$ cat config.mk
export PLATFORM = sky130hd
export DESIGN_NAME = pic_cmd_decoder
export DESIGN_NICKNAME = d
export VERILOG_FILES = /design/src/rtl/pic_cmd_pkg.sv /design/src/rtl/pic_init_seq.sv /design/src/rtl/pic_ocw_unit.sv /design/src/rtl/pic_read_port.sv /design/src/rtl/pic_cmd_decoder.sv
export SDC_FILE = /design/constraint.sdc
export NUM_CORES = 1
export LEC_CHECK = 0
export ABC_AREA = 1
export CAP_MARGIN = 30
export CORE_MARGIN = 3
export CORE_UTILIZATION = 40
export DETAILED_ROUTE_END_ITERATION = 7
export PLACE_DENSITY = 0.79
export SLEW_MARGIN = 5
export SYNTH_ARGS = -nofsm -noshare
export SYNTH_HDL_FRONTEND = slang
export SYNTH_HIERARCHICAL = 1
export SYNTH_SLANG_ARGS = --single-unit
export TNS_END_PERCENT = 10
$ cat constraint.sdc
create_clock -name clk -period 2.4 [get_ports clk]
set_clock_uncertainty 0.05 [all_clocks]
set_input_delay 0.48 -clock clk [delete_from_list [all_inputs] [get_ports clk]]
set_output_delay 0.48 -clock clk [all_outputs]
set_load 0.02 [all_outputs]
$ cat src/rtl/pic_cmd_pkg.sv
package pic_cmd_pkg;

    localparam int LINES  = 8;
    localparam int LINE_W = $clog2(LINES);

    typedef enum logic [1:0] {
        ST_RUN  = 2'd0,
        ST_BASE = 2'd1,
        ST_SKIP = 2'd2,
        ST_MODE = 2'd3
    } seq_state_t;

    typedef enum logic [2:0] {
        CMD_RAE_OFF = 3'd0,
        CMD_EOI_NS  = 3'd1,
        CMD_NOP     = 3'd2,
        CMD_EOI_SP  = 3'd3,
        CMD_RAE_ON  = 3'd4,
        CMD_EOI_ROT = 3'd5,
        CMD_SET_PRI = 3'd6,
        CMD_EOI_SPR = 3'd7
    } cmd_code_t;

    typedef struct packed {
        logic              valid;
        logic [LINE_W-1:0] line;
    } pick_t;

    // first set bit when scanning upward from 'base', wrapping
    function automatic pick_t top_line(input logic [LINES-1:0] bits,
                                       input logic [LINE_W-1:0] base);
        pick_t p;
        p.valid = 1'b0;
        p.line  = '0;
        for (int k = LINES - 1; k >= 0; k--) begin
            logic [LINE_W-1:0] idx;
            idx = base + LINE_W'(k);
            if (bits[idx]) begin
                p.valid = 1'b1;
                p.line  = idx;
            end
        end
        return p;
    endfunction

    function automatic logic [LINES-1:0] line_bit(input logic [LINE_W-1:0] l);
        return LINES'(1) << l;
    endfunction

endpackage

$ cat src/rtl/pic_init_seq.sv
module pic_init_seq
    import pic_cmd_pkg::*;
(
    input  logic             clk,
    input  logic             rst,
    input  logic             init_start,
    input  logic             odd_wr,
    input  logic [LINES-1:0] wdata,
    output seq_state_t       state,
    output logic [LINES-1:0] vec_base,
    output logic             nest_special,
    output logic             auto_eoi,
    output logic             init_flush,
    output logic             mask_load
);
    localparam logic [LINES-1:0] BASE_KEEP = ~LINES'((1 << LINE_W) - 1);

    logic need_mode;

    assign mask_load = odd_wr && (state == ST_RUN);

    always_ff @(posedge clk) begin
        if (rst) begin
            state        <= ST_RUN;
            need_mode    <= 1'b0;
            vec_base     <= '0;
            nest_special <= 1'b0;
            auto_eoi     <= 1'b0;
            init_flush   <= 1'b0;
        end else begin
            init_flush <= 1'b0;
            if (init_start) begin
                need_mode  <= wdata[0];
                state      <= ST_BASE;
                init_flush <= 1'b1;
                if (!wdata[0]) begin
                    nest_special <= 1'b0;
                    auto_eoi     <= 1'b0;
                end
            end else if (odd_wr) begin
                case (state)
                    ST_BASE: begin
                        vec_base <= wdata & BASE_KEEP;
                        state    <= ST_SKIP;
                    end
                    ST_SKIP: state <= need_mode ? ST_MODE : ST_RUN;
                    ST_MODE: begin
                        nest_special <= wdata[4];
                        auto_eoi     <= wdata[1];
                        state        <= ST_RUN;
                    end
                    default: state <= ST_RUN;
                endcase
            end
        end
    end
endmodule

$ cat src/rtl/pic_ocw_unit.sv
module pic_ocw_unit
    import pic_cmd_pkg::*;
(
    input  logic              clk,
    input  logic              rst,
    input  logic              init_start,
    input  logic              mask_load,
    input  logic              ocw3_wr,
    input  logic              ocw2_wr,
    input  logic              poll_take,
    input  logic [LINES-1:0]  wdata,
    input  logic [LINES-1:0]  svc_bits,
    input  logic [LINES-1:0]  trig_mode,
    input  logic              win_valid,
    input  logic [LINE_W-1:0] win_line,
    output logic [LINES-1:0]  mask_out,
    output logic [LINE_W-1:0] rot_base,
    output logic              special_mask,
    output logic              read_sel,
    output logic              poll_armed,
    output logic              rot_auto_eoi,
    output logic [LINES-1:0]  svc_clr,
    output logic [LINES-1:0]  req_clr
);
    cmd_code_t         code;
    pick_t             ns_pick;
    logic [LINE_W-1:0] named;

    assign code    = cmd_code_t'(wdata[7:5]);
    assign named   = wdata[LINE_W-1:0];
    assign ns_pick = top_line(svc_bits, rot_base);

    always_ff @(posedge clk) begin
        if (rst) begin
            mask_out     <= '0;
            rot_base     <= '0;
            special_mask <= 1'b0;
            read_sel     <= 1'b0;
            poll_armed   <= 1'b0;
            rot_auto_eoi <= 1'b0;
            svc_clr      <= '0;
            req_clr      <= '0;
        end else begin
            svc_clr <= '0;
            req_clr <= '0;
            if (init_start) begin
                mask_out     <= '0;
                rot_base     <= '0;
                special_mask <= 1'b0;
                read_sel     <= 1'b0;
                req_clr      <= ~trig_mode;
            end else if (mask_load) begin
                mask_out <= wdata;
            end else if (ocw3_wr) begin
                if (wdata[2]) poll_armed   <= 1'b1;
                if (wdata[1]) read_sel     <= wdata[0];
                if (wdata[6]) special_mask <= wdata[5];
            end else if (ocw2_wr) begin
                case (code)
                    CMD_RAE_OFF, CMD_RAE_ON: rot_auto_eoi <= code[2];
                    CMD_EOI_NS, CMD_EOI_ROT: begin
                        if (ns_pick.valid) begin
                            svc_clr <= line_bit(ns_pick.line);
                            if (code == CMD_EOI_ROT)
                                rot_base <= ns_pick.line + 1'b1;
                        end
                    end
                    CMD_EOI_SP:  svc_clr <= line_bit(named);
                    CMD_SET_PRI: rot_base <= named + 1'b1;
                    CMD_EOI_SPR: begin
                        svc_clr  <= line_bit(named);
                        rot_base <= named + 1'b1;
                    end
                    default: ;
                endcase
            end else if (poll_take) begin
                poll_armed <= 1'b0;
                if (win_valid) begin
                    svc_clr <= line_bit(win_line);
                    req_clr <= line_bit(win_line);
                end
            end
        end
    end
endmodule

$ cat src/rtl/pic_read_port.sv
module pic_read_port
    import pic_cmd_pkg::*;
(
    input  logic              clk,
    input  logic              rst,
    input  logic              rd_en,
    input  logic              addr,
    input  logic              trig_sel,
    input  logic              poll_armed,
    input  logic              read_sel,
    input  logic              win_valid,
    input  logic [LINE_W-1:0] win_line,
    input  logic [LINES-1:0]  req_bits,
    input  logic [LINES-1:0]  svc_bits,
    input  logic [LINES-1:0]  mask_out,
    input  logic [LINES-1:0]  trig_mode,
    output logic [LINES-1:0]  rdata
);
    localparam logic [LINES-1:0] IDLE_POLL = LINES'(LINES - 1);

    logic [LINES-1:0] poll_byte;

    assign poll_byte = win_valid
        ? {1'b1, {(LINES-1-LINE_W){1'b0}}, win_line}
        : IDLE_POLL;

    always_ff @(posedge clk) begin
        if (rst) begin
            rdata <= '0;
        end else if (rd_en) begin
            if (trig_sel)        rdata <= trig_mode;
            else if (poll_armed) rdata <= poll_byte;
            else if (addr)       rdata <= mask_out;
            else                 rdata <= read_sel ? svc_bits : req_bits;
        end
    end
endmodule

$ cat src/rtl/pic_cmd_decoder.sv
module pic_cmd_decoder
    import pic_cmd_pkg::*;
#(
    parameter logic [7:0] WR_MASK = 8'hF8
) (
    input  logic       clk,
    input  logic       rst,
    input  logic       wr_en,
    input  logic       rd_en,
    input  logic       addr,
    input  logic       trig_sel,
    input  logic [7:0] wdata,
    output logic [7:0] rdata,
    input  logic [7:0] req_bits,
    input  logic [7:0] svc_bits,
    input  logic       win_valid,
    input  logic [2:0] win_line,
    output logic [7:0] mask_out,
    output logic [2:0] rot_base,
    output logic [7:0] vec_base,
    output logic [7:0] trig_mode,
    output logic       nest_special,
    output logic       auto_eoi,
    output logic       rot_auto_eoi,
    output logic       special_mask,
    output logic [7:0] svc_clr,
    output logic [7:0] req_clr,
    output logic       init_flush
);
    logic       wr_ctl, init_start, ocw3_wr, ocw2_wr, odd_wr, poll_take;
    logic       mask_load, read_sel, poll_armed;
    seq_state_t seq_st;

    assign wr_ctl     = wr_en && !trig_sel;
    assign init_start = wr_ctl && !addr && wdata[4];
    assign ocw3_wr    = wr_ctl && !addr && !wdata[4] && wdata[3];
    assign ocw2_wr    = wr_ctl && !addr && !wdata[4] && !wdata[3];
    assign odd_wr     = wr_ctl && addr;
    assign poll_take  = rd_en && !trig_sel && poll_armed;

    always_ff @(posedge clk) begin
        if (rst)                   trig_mode <= '0;
        else if (wr_en && trig_sel) trig_mode <= wdata & WR_MASK;
    end

    pic_init_seq u_seq (
        .clk(clk), .rst(rst), .init_start(init_start), .odd_wr(odd_wr),
        .wdata(wdata), .state(seq_st), .vec_base(vec_base),
        .nest_special(nest_special), .auto_eoi(auto_eoi),
        .init_flush(init_flush), .mask_load(mask_load)
    );

    pic_ocw_unit u_ocw (
        .clk(clk), .rst(rst), .init_start(init_start), .mask_load(mask_load),
        .ocw3_wr(ocw3_wr), .ocw2_wr(ocw2_wr), .poll_take(poll_take),
        .wdata(wdata), .svc_bits(svc_bits), .trig_mode(trig_mode),
        .win_valid(win_valid), .win_line(win_line),
        .mask_out(mask_out), .rot_base(rot_base), .special_mask(special_mask),
        .read_sel(read_sel), .poll_armed(poll_armed),
        .rot_auto_eoi(rot_auto_eoi), .svc_clr(svc_clr), .req_clr(req_clr)
    );

    pic_read_port u_rd (
        .clk(clk), .rst(rst), .rd_en(rd_en), .addr(addr), .trig_sel(trig_sel),
        .poll_armed(poll_armed), .read_sel(read_sel), .win_valid(win_valid),
        .win_line(win_line), .req_bits(req_bits), .svc_bits(svc_bits),
        .mask_out(mask_out), .trig_mode(trig_mode), .rdata(rdata)
    );
endmodule

==> out/metrics.cfg <==
[detailed_routing]
wire_per_inst_um=14.72
post-route-drc-count=0
drt_pass1_iterations=6
via_count=4060
ant_nets=0
viasPerCell=5.159
drt-initial-drc-count=309
drt_wl_total_mm=11.58

[floorplan]
die_h_um=99.71
chipWidth_um=99.71
ios=90
num_rows=33
core_area_mm2=0.008382
dieArea_mm2=0.009941
start_util_pct=41.90

[clock_tree]
htreeDepth=2
cts_hold_buffers=0
cts_inserted_buffers=5
cts.sinks=55
cts_tree=built
root_buffer=clkbuf_8
cts_buffer_depth=2
clkTransAtPathRegs_ps=100
clock_latency_ps=300

[worst_hold_path]
hp-class=reg2reg

[timing]
slew_violations=0
setup_viol=1
clock.fmax_mhz=412.4
min_period_ps=2425
rsz0062_at_grt=true
finalHoldViolations=0
layout_setup_ws_ps=-24.61
fin_crit_sh_pct=101.0

[logic_synthesis]
yosys-top-cells-area=dfxtp_1 (31%), nand2_1 (16%), nand3_1 (7.7%)
synth-edff-count=0
yosysMostFrequentCell=nand2_1
syn_area_mm2=0.003512
yosys-top-cells-count=nand2_1 (152), inv_1 (56), dfxtp_1 (55)
syn_avg_cell_area_um2=6.386
ys_types=36
yosysSeqAreaShare_pct=31.35
synth.largest_area_cell=dfxtp_1
synthCells=550
ys_seq_elements=55
async_reset_ff_share_pct=0
synth_top_area_share_pct=31.35
yosysWarnings=6
synth_ff_type=dfxtp_1

[worst_setup_path]
cp.required_ps=2560
crit_chain=inv_2, ha_4, inv_8, nand3_4, nand3_1, nand2_4, inv_2, nand3b_1, nand2_1, nand3b_1, nand2_2, nand2_2, o21ai_2, ha_2, inv_1, nand3_1, nand2_1, nor2_1, nor2_1
cp_max_fo=7
worstSetupPathType=reg2reg
cp_slowest_stage_delay_ps=380
critical_path.slowest_cell=dfxtp_4
crit_buf_inv=4
startpoint_type=flop
crit_family=simple AND/OR/NAND/NOR gates
end_kind=flop
arrival_ps=2580

[placement]
dp.cells=776
gp_congestion=1.010
dpl.hpwl_mm=9.089
portBuffers=83

[outcome]
violations=setup timing
status=finished with violations

[cells_and_area]
postLayoutCoreUtil_pct=60.58
syn2layout_area_growth_pct=44.57
drive_gt1_share_pct=20.97
num_antenna_cells=0
nets=722
fin_cells=787

[global_routing]
grt_pass1_wl_mm=17.84
track_usage_pct=22.26
antenna_found_initial=0
grt_overflow=0
grt_pass1_vias=3759
grt_max_degree=21

[power]
power.leakage_uw=0.002410
vdd_drop_max_mv=0.2656
power_density_mw_per_mm2=398.5

[job]
cap_violations=0

## state kept, by name, indices dropped and copies added (netlist names), 2 cells and up
register,flops
u_seq/vec_base,5
u_ocw/mask_out,8
trig_mode,5
u_seq/state,2
u_rd/rdata,8
u_ocw/req_clr,8
u_ocw/rot_base,3
u_ocw/svc_clr,8
## stage by stage
| stage | power [uW] | TNS, ps | worst slack (ps) | hold slack (ps) | instance area (um2) |
|---|---|---|---|---|---|
| after floorplan | 1245 | -72.19 | -39.57 | 385.1 | 3590 |
| after global placement | 1471 | -1931 | -301.0 | 395.3 | 4757 |
| after detailed placement | 1475 | -2055 | -344.4 | 394.1 | 4757 |
| after CTS | 2002 | -5.123 | -5.123 | 418.2 | 4882 |
| after global routing | 2119 | -591.5 | -163.9 | 431.5 | 5077 |
| final | 2023 | -24.61 | -24.61 | 421.2 | 5077 |
## power by group
part,internal [uW],leakage [uW],switching [uW]
registers,935,0.000449,24.4
logic,227,0.00191,303
clock network,237,0.0000484,297
## what timing repair did
action,CTS,global route
setup buffers,1,2
setup endpoints to repair,2,10
pin swaps,0,9
resized for setup,7,41
## cells by family (layout without fill, tap and decap cells)
| group | count (synthesis) | after routing | share of synthesized area [%] |
|---|---|---|---|
| buf+inv | 86 | 208 | 11.22 |
| other cells | 2 | 12 | 0.2138 |
| simple gates | 318 | 318 | 41.75 |
| flops | 55 | 55 | 31.35 |
| fa+ha+maj | 7 | 7 | 2.494 |
| xor+xnor | 4 | 4 | 0.9977 |
| compound gates | 78 | 78 | 11.97 |
## cells in the final DEF (no fill, tap or decap), drive strengths merged
master         count
inv               68
dlygate4sd2        1
ha                 7
dfxtp             55
clkbuf             7
nand4              6
clkdlybuf4s50     75
buf               48
nor3               9
nand2            169
or2                1
dlymetal6s2s       7
clkinv             2
a311oi             1
xnor2              2
nor2              61
a211oi             1
nand3b             3
and3               1
nor3b              1
xor2               2
nand3             67
a31oi              1
a21oi             45
conb              12
o21ai             30
## routing by layer
metal | up-vias | global-route usage (%) | wire length (um)
met5 | - | 0 | 0
met4 | 0 | 5.147 | 138
met3 | 21 | 3.226 | 923
met2 | 171 | 36.02 | 5426
met1 | 1860 | 31.27 | 5094
li1 | 2008 | - | -
## cell type report
type                       instances  area (um2)
clock buffer                       7       86.33
clock inverter                     1       8.758
fill                             781        3304
inverter                          69       269.0
multi-input combinational        419        2262
sequential                        55        1112
tap                              105       131.4
timing repair buffer             131        1207
## worst min-delay path: stages, from the launching register on
cell     delay [ps]
dfxtp_1         330
inv_1            50
a21oi_1          50
## worst paths after layout
kind	from	end	slack, ps	cells past startpoint
worst max register to register	u_ocw/rot_base[1]$_SDFFE_PP0P_	u_ocw/rot_base[2]$_SDFFE_PP0P_	-20	19
worst max-delay path	u_ocw/rot_base[1]$_SDFFE_PP0P_	u_ocw/rot_base[2]$_SDFFE_PP0P_	-20	19
worst min-delay path	u_ocw/rot_auto_eoi$_SDFFE_PP0P_	u_ocw/rot_auto_eoi$_SDFFE_PP0P_	420	2
worst min register to register	u_ocw/rot_auto_eoi$_SDFFE_PP0P_	u_ocw/rot_auto_eoi$_SDFFE_PP0P_	420	2
(Power assumes the default switching activity.)
